--- src/rtl/deep_buf_pkg.sv ---
package deep_buf_pkg;
  typedef enum logic {DEC_REJECT = 1'b0, DEC_ACCEPT = 1'b1} dec_kind_e;
endpackage

--- src/rtl/dec_fifo.sv ---
module dec_fifo
  import deep_buf_pkg::*;
#(
  parameter int DEPTH = 8
) (
  input  logic      clk,
  input  logic      rst,
  input  logic      wr_i,
  input  dec_kind_e wdata_i,
  input  logic      rd_i,
  output dec_kind_e rdata_o,
  output logic      empty_o,
  output logic      ovf_o
);
  localparam int PTR_W = (DEPTH > 1) ? $clog2(DEPTH) : 1;
  localparam int CNT_W = $clog2(DEPTH + 1);

  dec_kind_e        mem [DEPTH];
  logic [PTR_W-1:0] wptr, rptr;
  logic [CNT_W-1:0] fill;
  logic             full, wr_ok, rd_ok;

  assign full    = (fill == CNT_W'(DEPTH));
  assign empty_o = (fill == '0);
  assign rd_ok   = rd_i && !empty_o;
  assign wr_ok   = wr_i && (!full || rd_ok);
  assign rdata_o = mem[rptr];

  always_ff @(posedge clk) begin
    if (wr_ok) mem[wptr] <= wdata_i;
  end

  always_ff @(posedge clk) begin
    if (rst) begin
      wptr  <= '0;
      rptr  <= '0;
      fill  <= '0;
      ovf_o <= 1'b0;
    end else begin
      if (wr_ok) wptr <= (wptr == PTR_W'(DEPTH - 1)) ? '0 : wptr + 1'b1;
      if (rd_ok) rptr <= (rptr == PTR_W'(DEPTH - 1)) ? '0 : rptr + 1'b1;
      if (wr_ok && !rd_ok)      fill <= fill + 1'b1;
      else if (rd_ok && !wr_ok) fill <= fill - 1'b1;
      if (wr_i && !wr_ok) ovf_o <= 1'b1;
    end
  end
endmodule

--- src/rtl/dec_pacer.sv ---
module dec_pacer
  import deep_buf_pkg::*;
#(
  parameter int SPACING = 36
) (
  input  logic      clk,
  input  logic      rst,
  input  logic      avail_i,
  input  dec_kind_e head_i,
  input  logic      convert_i,
  output logic      pop_o,
  output logic      strobe_o,
  output logic      accept_o
);
  localparam int GAP_W = (SPACING > 2) ? $clog2(SPACING) : 1;

  logic [GAP_W-1:0] gap;

  assign pop_o = avail_i && (gap == '0);

  always_ff @(posedge clk) begin
    if (rst) begin
      gap      <= '0;
      strobe_o <= 1'b0;
      accept_o <= 1'b0;
    end else begin
      strobe_o <= pop_o;
      accept_o <= pop_o && (head_i == DEC_ACCEPT) && !convert_i;
      if (pop_o)            gap <= GAP_W'(SPACING - 1);
      else if (gap != '0)   gap <= gap - 1'b1;
    end
  end
endmodule

--- src/rtl/occ_counter.sv ---
module occ_counter #(
  parameter int MAX_EVENTS = 1000,
  parameter int CNT_W      = 10
) (
  input  logic             clk,
  input  logic             rst,
  input  logic             inc_i,
  input  logic             dec_i,
  output logic [CNT_W-1:0] count_o,
  output logic             err_o
);
  logic at_max, at_zero;

  assign at_max  = (count_o == CNT_W'(MAX_EVENTS));
  assign at_zero = (count_o == '0);

  always_ff @(posedge clk) begin
    if (rst) begin
      count_o <= '0;
      err_o   <= 1'b0;
    end else if (inc_i && !dec_i) begin
      if (at_max) err_o   <= 1'b1;
      else        count_o <= count_o + 1'b1;
    end else if (dec_i && !inc_i) begin
      if (at_zero) err_o   <= 1'b1;
      else         count_o <= count_o - 1'b1;
    end
  end
endmodule

--- src/rtl/deep_buf_throttle.sv ---
module deep_buf_throttle
  import deep_buf_pkg::*;
#(
  parameter int MAX_EVENTS = 1000,
  parameter int SPACING    = 36,
  parameter int FIFO_DEPTH = 8,
  parameter int THR_RESET  = 990,
  localparam int CNT_W     = $clog2(MAX_EVENTS + 1)
) (
  input  logic             clk,
  input  logic             rst,
  input  logic             l1_acc_i,
  input  logic             dec_valid_i,
  input  logic             dec_accept_i,
  input  logic             daq_nfull_i,
  input  logic             board_nfull_i,
  input  logic             thr_we_i,
  input  logic [CNT_W-1:0] thr_wdata_i,
  output logic [CNT_W-1:0] thr_rdata_o,
  output logic [CNT_W-1:0] occupancy_o,
  output logic             dec_strobe_o,
  output logic             dec_accept_o,
  output logic             acc_to_rej_o,
  output logic             l1_throttle_o,
  output logic             err_fifo_o,
  output logic             err_count_o
);
  dec_kind_e head, in_kind;
  logic      empty, pop;

  assign in_kind = dec_accept_i ? DEC_ACCEPT : DEC_REJECT;

  dec_fifo #(.DEPTH(FIFO_DEPTH)) u_fifo (
    .clk(clk), .rst(rst), .wr_i(dec_valid_i), .wdata_i(in_kind),
    .rd_i(pop), .rdata_o(head), .empty_o(empty), .ovf_o(err_fifo_o)
  );

  dec_pacer #(.SPACING(SPACING)) u_pacer (
    .clk(clk), .rst(rst), .avail_i(!empty), .head_i(head),
    .convert_i(acc_to_rej_o), .pop_o(pop),
    .strobe_o(dec_strobe_o), .accept_o(dec_accept_o)
  );

  occ_counter #(.MAX_EVENTS(MAX_EVENTS), .CNT_W(CNT_W)) u_occ (
    .clk(clk), .rst(rst), .inc_i(l1_acc_i), .dec_i(pop),
    .count_o(occupancy_o), .err_o(err_count_o)
  );

  always_ff @(posedge clk) begin
    if (rst) begin
      thr_rdata_o   <= CNT_W'(THR_RESET);
      acc_to_rej_o  <= 1'b0;
      l1_throttle_o <= 1'b0;
    end else begin
      if (thr_we_i) thr_rdata_o <= thr_wdata_i;
      acc_to_rej_o  <= daq_nfull_i;
      l1_throttle_o <= board_nfull_i || (occupancy_o >= thr_rdata_o);
    end
  end
endmodule

--- config.mk ---
export PLATFORM = sky130hd
export DESIGN_NAME = deep_buf_throttle
export DESIGN_NICKNAME = d
export VERILOG_FILES = /design/src/rtl/deep_buf_pkg.sv /design/src/rtl/dec_fifo.sv /design/src/rtl/dec_pacer.sv /design/src/rtl/occ_counter.sv /design/src/rtl/deep_buf_throttle.sv
export SDC_FILE = /design/constraint.sdc
export NUM_CORES = 1
export LEC_CHECK = 0
export ABC_AREA = 1
export ABC_CLOCK_PERIOD_IN_PS = 2900
export CORE_MARGIN = 8
export CORE_UTILIZATION = 57
export CTS_BUF_LIST = sky130_fd_sc_hd__clkbuf_4
export CTS_CLUSTER_SIZE = 40
export DETAILED_ROUTE_END_ITERATION = 10
export PLACE_DENSITY = 0.87
export SETUP_SLACK_MARGIN = 0.2
export SYNTH_ARGS = -nofsm -noshare
export SYNTH_HDL_FRONTEND = slang
export SYNTH_HIERARCHICAL = 1
export SYNTH_SLANG_ARGS = --single-unit
--- constraint.sdc ---
create_clock -name clk -period 2.9 [get_ports clk]
set_clock_uncertainty 0.05 [all_clocks]
set_input_delay 0.29 -clock clk [delete_from_list [all_inputs] [get_ports clk]]
set_output_delay 0.29 -clock clk [all_outputs]
set_load 0.05 [all_outputs]
# Word level (Yosys, flattened, before mapping)
# Memories as Yosys holds them, arrays and structs flattened. A register that Yosys moved wholly into a read port is not among the register bits.
# Cells that the tools add are included.
[classes] n_addsub=7 n_mul=0 div_mod_pow=0 order_cmp=1 eq_ne=7 n_shift=0 n_mux=19 n_bitwise=0 reduce_logical=30
[op_table] operator="$mux W10" count=4
[op_table] operator="$mux W3" count=4
[op_table] operator="$mux W6" count=2
[op_table] operator="$add A10 B1 Y10 const B" count=1
[op_table] operator="$eq A10 B10 Y1 const B" count=1
[op_table] operator="$ge A10 B10 Y1" count=1
[op_table] operator="$logic_and A1 B1 Y1" count=10
[op_table] operator="$logic_not A10 Y1" count=1
[op_table] operator="$sub A10 B1 Y10 const B" count=1
[op_table] operator="$mux W4" count=2
[op_table] operator="$reduce_bool A2 Y1" count=4
[op_table] operator="$logic_not A1 Y1" count=7
[op_table] operator="$mux W1" count=7
[op_table] operator="$add A3 B1 Y3 const B" count=2
[op_table] operator="$eq A3 B3 Y1 const B" count=2
[op_table] operator="$logic_not A6 Y1" count=1
[op_table] operator="$reduce_and A3 Y1" count=2
[op_table] operator="$reduce_bool A6 Y1" count=1
[op_table] operator="$sub A6 B1 Y6 const B" count=1
[op_table] operator="$add A4 B1 Y4 const B" count=1
[op_table] operator="$eq A4 B4 Y1 const B" count=1
[op_table] operator="$logic_not A4 Y1" count=1
[op_table] operator="$ne A2 B2 Y1 const B" count=2
[op_table] operator="$sub A4 B1 Y4 const B" count=1
[op_table] operator="3 further kinds" count=4
[totals] ff_bits=42 latchBits=0 ram_bits=8 romBits=0 inputBits=18 output_inout_bits=26 word_cells=78 n_memories=1
[mem_list] memory="u_fifo.mem" words=8 word_bits=1 read_ports=1 rd_clocked_by_memory_dff=1 write_ports=1 line="dec_fifo.sv:18" text="dec_kind_e mem [DEPTH];"

# Logic depth before layout (Yosys ltp)
# Gate-level depths: netlist (run 1).
[logic_depth] ltp_word=10 depth_mapped=20 depth_no_buf=20

# Cells and area by module
# Netlist (run 1), hierarchy kept.
[by_module_without_submodules] module="dec_fifo" instances=1 cells_each=129 area_per_inst_um2=1059.8 seq_area_each_um2=520.5
[by_module_without_submodules] module="occ_counter" instances=1 cells_each=162 area_per_inst_um2=1001.0 seq_area_each_um2=220.2
[by_module_without_submodules] module="deep_buf_throttle" instances=1 cells_each=91 area_per_inst_um2=681.9 seq_area_each_um2=240.2
[by_module_without_submodules] module="dec_pacer" instances=1 cells_each=49 area_per_inst_um2=391.6 seq_area_each_um2=160.2

# Least setup slack after synthesis (run 1)
# OpenSTA, ideal clock, no wires.
[synth_path] kind="reg-to-reg" from="register u_pacer.gap[0]" to="register u_occ.count_o[5]" setup_ps=115 arrival_ps=2430 t_required_ps=2735 slack_ps=305 path_stages_with_launch=17 n_path_buf=0 synth_period_minus_slack_ps=2595 path_cell_list="dfxtp_1 -> inv_1 -> ha_1 -> nand3_4 -> nor2_4 -> inv_1 -> ha_1 -> inv_1 -> ha_1 -> or2_1 -> and2_1 -> nand2_1 -> nand2_1 -> nand2_1 -> nand2_1 -> nor2_1 -> nor2_1"
[synth_via] elab_chain_cells=6 elab_cells_between_ends=10 cone_classes="eq/ne (2); mux (1); reduce/logical (7)"
[synth_rtl] element="start, declared" line="dec_pacer.sv:17" text="logic [GAP_W-1:0] gap;"
[synth_rtl] element="start signal, assigned" line="dec_pacer.sv:29" text="if (pop_o) gap <= GAP_W'(SPACING - 1);"
[synth_rtl] element="start signal, assigned" line="dec_pacer.sv:30" text="else if (gap != '0) gap <= gap - 1'b1;"
[synth_rtl] element="$logic_not A6 Y1 *" line="dec_pacer.sv:19" text="assign pop_o = avail_i && (gap == '0);"
[synth_rtl] element="$logic_and A1 B1 Y1 *" line="dec_pacer.sv:19"
[synth_rtl] element="via pop" line="deep_buf_throttle.sv:29" text="logic empty, pop;"
[synth_rtl] element="$logic_not A1 Y1" line="occ_counter.sv:21" text="end else if (inc_i && !dec_i) begin"
[synth_rtl] element="$logic_and A1 B1 Y1" line="occ_counter.sv:21"
[synth_rtl] element="$ne A2 B2 Y1 (no line) or $reduce_bool A2 Y1 (tied branches)"
[synth_rtl] element="$reduce_and A3 Y1 (no line)"
[synth_rtl] element="end signal, assigned" line="occ_counter.sv:23" text="else count_o <= count_o + 1'b1;"
[synth_rtl] element="end signal, assigned" line="occ_counter.sv:26" text="else count_o <= count_o - 1'b1;"
[synth_rtl] element="end, declared" line="occ_counter.sv:9" text="output logic [CNT_W-1:0] count_o,"
# The timed path passes the listed nets; every way through them passes the cells marked *.
# A chain may end at the register's enable or synchronous reset.

# Worst setup path after layout (run 1)
[layout_path] from="register u_fifo.fill[0]" to="register u_fifo.fill[3]"
[layout_via] elab_chain_cells=9 elab_cells_between_ends=17 cone_classes="add/sub (2); eq/ne (1); mux (2); reduce/logical (12)"
[layout_rtl] element="start, declared" line="dec_fifo.sv:20" text="logic [CNT_W-1:0] fill;"
[layout_rtl] element="start signal, assigned" line="dec_fifo.sv:42" text="if (wr_ok && !rd_ok) fill <= fill + 1'b1;"
[layout_rtl] element="start signal, assigned" line="dec_fifo.sv:43" text="else if (rd_ok && !wr_ok) fill <= fill - 1'b1;"
[layout_rtl] element="$logic_not A4 Y1 *" line="dec_fifo.sv:24" text="assign empty_o = (fill == '0);"
[layout_rtl] element="via empty" line="deep_buf_throttle.sv:29"
[layout_rtl] element="$logic_not A1 Y1 *" line="deep_buf_throttle.sv:39" text=".clk(clk), .rst(rst), .avail_i(!empty), .head_i(head),"
[layout_rtl] element="$logic_and A1 B1 Y1 *" line="dec_pacer.sv:19"
[layout_rtl] element="via pop" line="deep_buf_throttle.sv:29"
[layout_rtl] element="$logic_and A1 B1 Y1 *" line="dec_fifo.sv:25" text="assign rd_ok = rd_i && !empty_o;"
[layout_rtl] element="$logic_or A1 B1 Y1 *" line="dec_fifo.sv:26" text="assign wr_ok = wr_i && (!full || rd_ok);"
[layout_rtl] element="$logic_and A1 B1 Y1 *" line="dec_fifo.sv:26"
[layout_rtl] element="via u_fifo.wr_ok" line="dec_fifo.sv:21" text="logic full, wr_ok, rd_ok;"
[layout_rtl] element="$logic_not A1 Y1" line="dec_fifo.sv:43"
[layout_rtl] element="$logic_and A1 B1 Y1" line="dec_fifo.sv:43"
[layout_rtl] element="$reduce_bool A2 Y1 (no line)"
# The timed path passes the listed nets; every way through them passes the cells marked *. The select of a mux whose other input is x is not followed.

==> results of run 1 <==
[synthesized netlist by cell type]
cell type / instances
o21bai_1: 1
clkinv_2: 1
xor2_1: 6
or2_4: 1
dfxtp_1: 45
and2_1: 1
nand2_4: 1
nand2_2: 6
nand2_1: 92
nand3_1: 14
ha_1: 29
nor2_1: 75
inv_1: 65
or2_0: 1
o21ai_1: 19
or2_1: 1
edfxtp_1: 8
nand3b_1: 3
nor2_2: 6
inv_2: 3
xnor2_1: 2
nand3_2: 3
o21ai_0: 11
nand4_1: 3
buf_2: 1
buf_6: 3
fa_1: 2
or2_2: 1
nor2_4: 2
a21oi_2: 3
and2_4: 1
a21oi_1: 20
nand3_4: 1
[repair_timing]
| item | CTS | global route |
|---|---|---|
| setup endpoints to repair | 3 | 10 |
| pin swaps | 0 | 4 |
| resized for setup | 3 | 19 |
| buffers inserted | 0 | 3 |
| gates cloned | 0 | 0 |
[power breakdown]
group / total [mW] / switching, mW / internal, mW
Combinational: 2.57 / 1.57 / 1.00
Clock: 0.359 / 0.259 / 0.0995
Sequential: 1.22 / 0.263 / 0.960
[layer usage]
metal	vias to the layer above	global-route usage	routed length [um]
li1	1455	-	-
met1	1318	0.202	3010
met2	92	0.280	3480
met3	12	0.0366	385
met4	0	0.0610	116
met5	-	0	0
[cell type report]
class	instances	share of cell area
clock buffers	5	0.00986
clock inverters	3	0.00657
inverters	69	0.0690
multi-input cells	305	0.463
flip-flops and latches	53	0.302
well taps	72	0.0237
repair buffers	49	0.126
[cells by family (layout without fill, tap and decap cells)]
logic type | count (synthesis) | after routing | share of synthesized area
adder cells (fa/ha/maj) | 31 | 31 | 0.129
buffers and inverters | 73 | 126 | 0.0954
AO/OA/AOI/OAI | 54 | 54 | 0.0906
XOR/XNOR | 8 | 8 | 0.0224
AND/OR/NAND/NOR | 212 | 212 | 0.299
flip-flops | 53 | 53 | 0.364
[registers in the layout (all words and copies together) (netlist names), named ones only]
| name | count |
|---|---|
| acc_to_rej_o | 1 |
| l1_throttle_o | 1 |
| thr_rdata_o | 10 |
| u_fifo/fill | 4 |
| u_fifo/mem | 8 |
| u_fifo/ovf_o | 1 |
| u_fifo/rptr | 3 |
| u_fifo/wptr | 3 |
| u_occ/count_o | 10 |
| u_occ/err_o | 1 |
| u_pacer/accept_o | 1 |
| u_pacer/gap | 6 |
| u_pacer/strobe_o | 1 |
[worst reg2reg max path, cell delays in order (launching register included)]
cell and delay (ns):
dfxtp_4 0.40, nor2_4 0.14, nand3_2 0.11, inv_1 0.07, inv_1 0.05, inv_1 0.09
nor2_4 0.06, nor2_2 0.12, nand3_2 0.12, nand2_2 0.11, inv_2 0.06, ha_1 0.22
inv_2 0.09, ha_1 0.25, or2_2 0.32, nand3_1 0.09, nand3_1 0.08, nand2_1 0.06
inv_1 0.03
[metrics by stage]
step	setup WS (ns)	area, sq um	power, mW
global placement	0.305	3640	3.50
finish	0.322	3810	4.15
floorplan	0.305	3130	3.03
CTS	0.210	3710	3.97
detailed placement	0.199	3640	3.61
global route	0.171	3810	4.53
[how the worst max path moves through the flow]
| stage | startpoint | endpoint | slack [ns] | cells past startpoint |
|---|---|---|---|---|
| after global routing | u_fifo/fill[0] | u_fifo/fill[3] | 0.17 | 18 |
| after CTS | u_fifo/fill[0] | u_fifo/fill[3] | 0.21 | 18 |
| after global placement | u_pacer/gap[0] | u_occ/count_o[5] | 0.31 | 16 |
| final | u_fifo/fill[0] | u_fifo/fill[3] | 0.32 | 18 |
| after detailed placement | u_pacer/gap[0] | u_occ/count_o[7] | 0.20 | 16 |
| after floorplan | u_pacer/gap[0] | u_occ/count_o[5] | 0.31 | 16 |
==> results by group, run 1 <==
Run status
  – Status: completed

Worst setup path
  – R2R Setup Slk: 0.32 ns
  – WP data arrival: 2.85 ns
  – Setup crit end kind: flip-flop
  – Sequence of cells on the critical path: nor2_4 -> nand3_2 -> inv_1 -> inv_1 -> inv_1 -> nor2_4 -> nor2_2 -> nand3_2 -> nand2_2 -> inv_2 -> ha_1 -> inv_2 -> ha_1 -> or2_2 -> nand3_1 -> nand3_1 -> nand2_1 -> inv_1
  – CP most frequent cell: inv_1
  – Critical Path Start Type: flip-flop
  – Worst path slowest cell: dfxtp_4
  – Cell family with most CP delay: simple AND/OR/NAND/NOR gates
  – WS Path Type: flip-flop to flip-flop
  – CP max FO: 5
  – Reg2Reg Depth: 18
  – Req. time, crit path: 3.17 ns
  – Reg2Reg Launch Point: u_fifo/fill[0]
  – Largest stage delay, worst path: 0.40 ns
  – RR Endpoint: u_fifo/fill[3]
  – Bufs and invs on worst path: 6

CTS
  – CTS tree: built
  – Skew-Pair Late Insertion Delay: 0.39 ns
  – Post-CTS Hold Fix Bufs: 0
  – Root Buffer: clkbuf_4
  – Clock Tree Buf Depth: 2
  – Clock sink count: 53
  – CTS clk-pin slew, worst paths: 0.18 ns
  – CTS buffer count: 5
  – H-tree Lvls: 2

Detailed routing
  – Vias: 2,877
  – DRT Pass-1 Iters: 4
  – Post-route ant nets: 0
  – Drt total wl: 6.98 mm
  – Via/cell ratio: 5.17
  – DR DRC count: 0
  – DR iter-0 viols: 121
  – WL/cell: 12.6 um

Yosys
  – Post-synthesis sequential area ratio: 0.364
  – Top cell type by total area after synthesis: dfxtp_1
  – Mapped Area: 3130 sq um
  – Synth unique cells: 33
  – Area share of the largest cell type after synthesis: 0.287
  – Post-synthesis register bit count: 53
  – Syn_nets: 480
  – Synth Area per Inst: 7.27 sq um
  – Ys Warns: 6
  – Cells after Synth: 431
  – Leading post-synthesis cells by cell area: dfxtp_1 (29%), ha_1 (12%), nand2_1 (11%)

STA
  – Final Hold Fails: 0
  – WHS: 0.367 ns
  – Fin crit share: 0.889
  – Final Max Tran Viols: 0
  – Fmax: 388 MHz
  – Setup Viol. Count Final: 0
  – Worst-Margin Slew: 0.628 ns
  – Sum Neg Setup Slack: 0 ns
  – Fin crit period: 2.58 ns
  – RSZ-0062 raised after global routing: false
  – Slew HR: 0.580

Global routing
  – GRT Resource Usage Total: 0.166
  – Vias in the first global route: 2,651
  – Initial antenna violation count: 0
  – First-pass GRT wire length: 11.5 mm
  – Largest net degree at the start of global routing: 19
  – Grt total ovfl: 0

Power
  – Max IR drop VDD: 0.808 mV
  – Static leakage: 1.86 nW
  – Pwr Density: 1090 nW/um^2

Final layout
  – Fill cells: 418
  – Layout cell share with drive strength beyond 1: 0.126
  – Final core occ: 0.704
  – Final Net Count: 532
  – Commonest non-fill, non-tap cell in the layout: nand2_1
  – Non-Filler Instances: 556
  – # diodes: 0
  – P&R area growth vs syn: 21.4%
  – FF+latch area: 1150 sq um
  – Most frequent cells in the layout: nand2_1 (92), nor2_1 (74), inv_1 (62)
  – Area of the multi-input gates: 1760 sq um

Worst hold path
  – Hold Crit Start: daq_nfull_i
  – Type of the most critical hold path: input port to flip-flop
  – WHS Path Cells: 3
  – Min-Delay Endpoint: acc_to_rej_o

Floorplanning
  – Core Area: 5410 sq um
  – Die Y: 90.2 um
  – Total die area: 8130 sq um
  – Die width: 90.2 um
  – Io pins: 44
  – Row Count: 27
  – Initial core utilization: 0.580

Job
  – Max Cap Viol: 0

Place
  – IO buf count: 43
  – Dpl cells: 545
  – RePlAce Congestion: 0.887
  – Hpwl dp: 5.32 mm
Power figures use the tool's default switching activity.
==> inputs of run 2 (changes only) <==
--- a/config.mk
+++ b/config.mk
@@ -8,11 +8,11 @@
 export ABC_AREA = 1
 export ABC_CLOCK_PERIOD_IN_PS = 2900
 export CORE_MARGIN = 8
-export CORE_UTILIZATION = 57
+export CORE_UTILIZATION = 32
 export CTS_BUF_LIST = sky130_fd_sc_hd__clkbuf_4
 export CTS_CLUSTER_SIZE = 40
 export DETAILED_ROUTE_END_ITERATION = 10
-export PLACE_DENSITY = 0.87
+export PLACE_DENSITY = 0.56
 export SETUP_SLACK_MARGIN = 0.2
 export SYNTH_ARGS = -nofsm -noshare
 export SYNTH_HDL_FRONTEND = slang
==> results by group, run 2 (synthesized netlist as in run 1, its figures left out) <==
Global routing
  – First-pass GRT wire length: 11.4 mm (-1.7%)
  – GRT Resource Usage Total: 0.105 (-0.0609)
  – Initial antenna violation count: 0 (unchanged)
  – Grt total ovfl: 0 (unchanged)
  – Largest net degree at the start of global routing: 19 (unchanged)
  – Vias in the first global route: 2,513 (-5.2%)

STA
  – Final Hold Fails: 0 (unchanged)
  – Fin crit share: 0.867 (-0.0222)
  – Final Max Tran Viols: 0 (unchanged)
  – Fmax: 398 MHz (+2.6%)
  – Sum Neg Setup Slack: 0 ns (unchanged)
  – Setup Viol. Count Final: 0 (unchanged)
  – Fin crit period: 2.51 ns (-0.0644 ns)
  – Worst-Margin Slew: 0.665 ns (+0.0370 ns)
  – Final worst setup slack: 0.387 ns (+0.0644 ns)
  – Slew HR: 0.556 (-0.0247)
  – RSZ-0062 raised after global routing: false

Detailed routing
  – Vias: 2,695 (-6.3%)
  – Post-route ant nets: 0 (unchanged)
  – DR DRC count: 0 (unchanged)
  – WL/cell: 11.0 um (-12%)
  – DRT Pass-1 Iters: 4 (unchanged)
  – DR iter-0 viols: 72 (-40%)
  – Via/cell ratio: 4.35 (-16%)
  – Drt total wl: 6.83 mm (-2.1%)

Final layout
  – Non-Filler Instances: 619 (+11%)
  – Most frequent cells in the layout: nand2_1 (92), nor2_1 (74), inv_1 (62)
  – Final Net Count: 534 (+0.38%)
  – Fin area: 3880 sq um (+2.1%)
  – Layout cell share with drive strength beyond 1: 0.121 (-0.00463)
  – # diodes: 0 (unchanged)
  – Commonest non-fill, non-tap cell in the layout: nand2_1
  – Fill cells: 1,006 (+140%)
  – P&R area growth vs syn: 24.0%
  – Top Registers: thr_rdata_o x10, u_occ/count_o x10, u_fifo/mem x8

Floorplanning
  – Die width: 115 um (+28%)
  – Core Area: 9640 sq um (+78%)
  – Initial core utilization: 0.325 (-0.255)
  – Io pins: 44 (unchanged)
  – Total die area: 13,200 sq um (+63%)
  – Die Y: 115 um (+28%)
  – Row Count: 36 (+33%)

Run status
  – Status: completed

Worst setup path
  – Crit path from: u_pacer/gap[0]
  – Largest stage delay, worst path: 0.35 ns (-0.05 ns)
  – Setup crit end kind: flip-flop
  – Critical Path Start Type: flip-flop
  – WS Path Type: flip-flop to flip-flop
  – Reg2Reg Depth: 16 (-2)
  – Reg2Reg Launch Point: u_pacer/gap[0]
  – R2R Setup Slk: 0.39 ns (+0.06 ns)
  – Worst path slowest cell: dfxtp_1
  – Req. time, crit path: 3.15 ns (-0.02 ns)
  – Bufs and invs on worst path: 4 (-2)
  – Cell family with most CP delay: simple AND/OR/NAND/NOR gates
  – CP max FO: 6 (+1)
  – RR Endpoint: u_fifo/fill[3]
  – Sequence of cells on the critical path: inv_2 -> ha_1 -> nand3_4 -> nor2_4 -> nor2_2 -> nand3_2 -> nand2_2 -> inv_2 -> ha_1 -> inv_2 -> ha_1 -> or2_2 -> nand3_1 -> nand3_1 -> nand2_1 -> inv_1
  – WP data arrival: 2.76 ns (-0.09 ns)

Place
  – RePlAce Congestion: 0.820 (-7.5%)
  – Hpwl dp: 5.41 mm (+1.7%)
  – Pre-CTS setup slack: 0.124 ns (-0.0751 ns)
  – IO buf count: 43 (unchanged)
  – Dpl cells: 605 (+11%)
  – Placed cell areas: 3710 sq um (+1.9%)

Job
  – Max Cap Viol: 0 (unchanged)

CTS
  – Post-CTS Hold Fix Bufs: 0 (unchanged)
  – Root Buffer: clkbuf_4
  – H-tree Lvls: 2 (unchanged)
  – Clock Tree Buf Depth: 2 (unchanged)
  – Skew-Pair Late Insertion Delay: 0.38 ns (about the same)
  – CTS buffer count: 5 (unchanged)
  – Clock sink count: 53 (unchanged)
  – CTS tree: built
  – CTS clk-pin slew, worst paths: 0.16 ns (-0.02 ns)

Power
  – Static leakage: 1.88 nW (+0.95%)
  – Max IR drop VDD: 0.485 mV (-40%)
  – Pwr Density: 1060 nW/um^2 (-2.8%)
  – Final Total Pwr: 4.12 mW (-0.82%)

Worst hold path
  – Type of the most critical hold path: input port to flip-flop
  – Hold Crit Start: daq_nfull_i
  – Min-Delay Endpoint: acc_to_rej_o
  – WHS Path Cells: 3 (unchanged)
run 2: cell type report:
cell class	count	area [sq um]	share of cell area
Tap cell	133	166	0.0428
Multi-Input combinational cell	305	1730	0.446
Timing Repair inverter	1	7.51	0.00193
Timing Repair Buffer	50	483	0.124
Inverter	69	263	0.0676
Clock inverter	2	38.8	0.00998
Sequential cell	53	1150	0.295
Clock buffer	6	45.0	0.0116
run 2: worst max-delay path by stage:
stage | cells after the start | slack, ns | end
after floorplan | 16 | 0.31 | u_occ/count_o[5]
after global placement | 18 | 0.20 | u_occ/count_o[5]
after detailed placement | 18 | 0.12 | u_occ/count_o[5]
after CTS | 14 | 0.22 | u_occ/count_o[8]
after global routing | 19 | 0.20 | u_fifo/fill[3]
final | 16 | 0.39 | u_fifo/fill[3]
run 2: metal layers:
| layer | share of wire | track usage | vias up |
|---|---|---|---|
| li1 | - | - | 1457 |
| met2 | 0.45 | 0.177 | 31 |
| met1 | 0.49 | 0.130 | 1201 |
| met3 | 0.042 | 0.0221 | 6 |
| met4 | 0.013 | 0.0368 | 0 |
| met5 | 0 | 0 | - |
run 2: worst register-to-register path: cells and delay by family (launching register included):
kind / cells / cell delay (ns)
and+or+nand+nor: 9 / 1.06
adders and majority gates: 3 / 0.69
DFF: 1 / 0.35
buffers and inverters: 4 / 0.29
run 2: stage by stage:
stage               hold WS [ns]  utilization
CTS                        0.355        0.394
global placement           0.390        0.385
finish                     0.371        0.403
global route               0.368        0.403
floorplan                  0.309            -
detailed placement         0.391        0.385
run 2: timing repair:
action	4_1_cts	5_1_grt
endpoints found under the hold margin	0	0
pin swaps	0	3
gates cloned	0	1
gates resized for setup	3	14
setup buffers	0	5
setup endpoints to repair	7	9
run 2: report_power, final:
group          internal [mW]  switching [mW]  total, mW
Sequential             0.959           0.253       1.21
Clock                  0.193           0.236      0.429
Combinational          0.975            1.50       2.48
Total                   2.13            1.99       4.12
==> inputs of run 3 (changes only) <==
--- a/config.mk
+++ b/config.mk
@@ -16,5 +16,4 @@
 export SETUP_SLACK_MARGIN = 0.2
 export SYNTH_ARGS = -nofsm -noshare
 export SYNTH_HDL_FRONTEND = slang
-export SYNTH_HIERARCHICAL = 1
 export SYNTH_SLANG_ARGS = --single-unit
==> results by group, run 3 <==
CTS
  – Skew-Pair Late Insertion Delay: 0.38 ns (about the same)
  – H-tree Lvls: 2 (unchanged)
  – CTS clk-pin slew, worst paths: 0.16 ns (about the same)
  – Post-CTS Setup Bufs: 0 (unchanged)
  – CTS tree: built
  – CTS buffer count: 5 (unchanged)
  – Clock Tree Buf Depth: 2 (unchanged)
  – Post-CTS Hold Fix Bufs: 0 (unchanged)
  – Post-CTS sizing: 2 (-1)
  – Clock sink count: 53 (unchanged)
  – Root Buffer: clkbuf_4

Yosys
  – Async SR Flop Fraction: 0 (unchanged)
  – Synth unique cells: 35 (+6.1%)
  – Area share of the largest cell type after synthesis: 0.302 (+0.0147)
  – Top FF cell, synth: dfxtp_1
  – Syn_nets: 443 (-7.7%)
  – Post-synth EDFFs: 8 (unchanged)
  – Top cell type by total area after synthesis: dfxtp_1
  – Post-synth top cells: nand2_1 (87), nor2_1 (61), inv_1 (48)
  – Post-synthesis register bit count: 53 (unchanged)
  – Synth Area per Inst: 7.55 sq um (+3.8%)
  – Leading post-synthesis cells by cell area: dfxtp_1 (30%), ha_1 (12%), nand2_1 (11%)
  – Most numerous cell in the Yosys netlist: nand2_1
  – Post-synthesis sequential area ratio: 0.383 (+0.0186)
  – Ys Warns: 0 (-6)
  – Cells after Synth: 395 (-8.4%)
  – Mapped Area: 2980 sq um (-4.9%)

Detailed routing
  – DRT Pass-1 Iters: 4 (unchanged)
  – Drt total wl: 6.85 mm (+0.20%)
  – Via/cell ratio: 4.57 (+4.9%)
  – Vias: 2,525 (-6.3%)
  – DR WL met2: 3.45 mm (+12%)
  – Met3 WL: 241 um (-16%)
  – Top Layer Used: met4
  – DR DRC count: 0 (unchanged)
  – Post-route ant nets: 0 (unchanged)
  – Length of routed wiring on met1: 3.08 mm (-8.6%)
  – WL/cell: 12.4 um (+12%)
  – DR iter-0 viols: 82 (+14%)

Worst setup path
  – WS Path Type: flip-flop to flip-flop
  – WP data arrival: 2.67 ns (-0.09 ns)
  – CP max FO: 10 (+4)
  – Setup crit end kind: flip-flop
  – Crit path from: u_fifo.fill[0]
  – Reg2Reg Launch Point: u_fifo.fill[0]
  – Critical Path Start Type: flip-flop
  – Req. time, crit path: 3.13 ns (-0.02 ns)

Power
  – Static leakage: 1.67 nW (-11%)
  – Pwr Density: 957 nW/um^2 (-9.8%)
  – Final Total Pwr: 3.45 mW (-16%)
  – Max IR drop VDD: 0.488 mV (+0.57%)

STA
  – Slew HR: 0.643 (+0.0873)
  – RSZ-0062 raised after global routing: false
  – Fmax: 410 MHz (+3.1%)
  – Fin crit period: 2.44 ns (-0.0747 ns)
  – Worst-Margin Slew: 0.534 ns (-0.131 ns)
  – Final Hold Fails: 0 (unchanged)
  – Fin crit share: 0.841 (-0.0257)
  – Final Max Tran Viols: 0 (unchanged)
  – Setup Viol. Count Final: 0 (unchanged)
  – Sum Neg Setup Slack: 0 ns (unchanged)

Place
  – Hpwl dp: 5.40 mm (-0.18%)
  – RePlAce Congestion: 0.817 (-0.37%)
  – IO buf count: 43 (unchanged)
  – Placed cell areas: 3530 sq um (-4.7%)

Final layout
  – Top Registers: thr_rdata_o x10, u_occ.count_o x10, u_fifo.mem x8
  – Final Net Count: 489 (-8.4%)
  – Most frequent cells in the layout: nand2_1 (87), nor2_1 (61), inv_1 (46)
  – Fill cells: 983 (-2.3%)
  – Commonest non-fill, non-tap cell in the layout: nand2_1
  – P&R area growth vs syn: 21.1%
  – Fin area: 3610 sq um (-7.1%)
  – Layout cell share with drive strength beyond 1: 0.0747 (-0.0467)
  – # diodes: 0 (unchanged)

Job
  – Max Cap Viol: 0 (unchanged)

Global routing
  – GRT Resource Usage Total: 0.114 (+0.00865)
  – Vias in the first global route: 2,521 (+0.32%)
  – Initial antenna violation count: 0 (unchanged)
  – Largest net degree at the start of global routing: 20 (+1)
  – First-pass GRT wire length: 11.7 mm (+3.3%)
  – Grt total ovfl: 0 (unchanged)

Floorplanning
  – Die width: 113 um (-2.1%)
  – Row Count: 35 (-2.8%)
  – Die Y: 113 um (-2.1%)
  – Io pins: 44 (unchanged)
  – Core Area: 9150 sq um (-5.0%)
  – Initial core utilization: 0.326 (+0.000613)
  – Total die area: 12,700 sq um (-4.2%)

Run status
  – Status: completed

Worst hold path
  – Hold Crit Start: daq_nfull_i
  – Type of the most critical hold path: input port to flip-flop
==> run 3: cell types whose count changed after synthesis, moves of 5 or more <==
cell	previous run	this run
nor2_1	75	61
o21ai_0	11	22
inv_1	65	48
a21oi_1	20	31
o21ai_1	19	2
nand2_1	92	87
==> run 3: area by class of cell <==
class,count,area (sq um),area share
clock buffer,6,45.0,0.0125
clock inverter,2,13.8,0.00381
inverter,50,190,0.0527
multi-input combinational,286,1640,0.453
sequential,53,1140,0.316
tap,111,139,0.0385
timing repair buffer,45,445,0.123
==> run 3: kinds of logic after synthesis <==
kind of cell,synth area share
adders and majority gates,0.131
and+or+nand+nor,0.276
DFF,0.383
buffers and inverters,0.0734
xor gates and xnor gates,0.0264
AOI/OAI and AO/OA,0.111
==> run 3: per-layer routing <==
layer,global-route usage,vias to the layer above
met1,0.127,1119
li1,-,1367
met2,0.208,31
met4,0.0324,0
met3,0.0284,8
met5,0,-
==> run 3: path summary, 6_finish.rpt <==
check	endpoint	slack (ns)	depth (start not counted)
max	u_occ.count_o[5]	0.46	12
min	acc_to_rej_o	0.36	3
max reg2reg	u_occ.count_o[5]	0.46	12
min reg2reg	u_fifo.ovf_o	0.42	2
==> run 3: stage by stage <==
step | instances | setup slack (ns) | util | hold slack, ns
final | 553 | 0.461 | 0.394 | 0.362
after global routing | 553 | 0.230 | 0.394 | 0.363
after CTS | 553 | 0.315 | 0.393 | 0.347
after detailed placement | 545 | 0.188 | 0.386 | 0.407
after global placement | 545 | 0.302 | 0.386 | 0.406
after floorplan | 395 | 0.573 | - | 0.339
==> run 3: report_power, final <==
part | internal [mW] | switching [mW]
clock | 0.107 | 0.242
sequential | 0.909 | 0.194
combinational | 0.747 | 1.26
total | 1.76 | 1.69
==> run 3: worst max-delay path: stages (launching register included) <==
cell      delay (ns)
dfxtp_1         0.50
nor2_1          0.09
nand3_1         0.13
nand4_1         0.13
ha_1            0.29
inv_4           0.14
ha_1            0.30
nand2_1         0.12
nand3_1         0.15
nand2_1         0.13
nand3b_1        0.08
a21oi_1         0.17
nor2_1          0.05
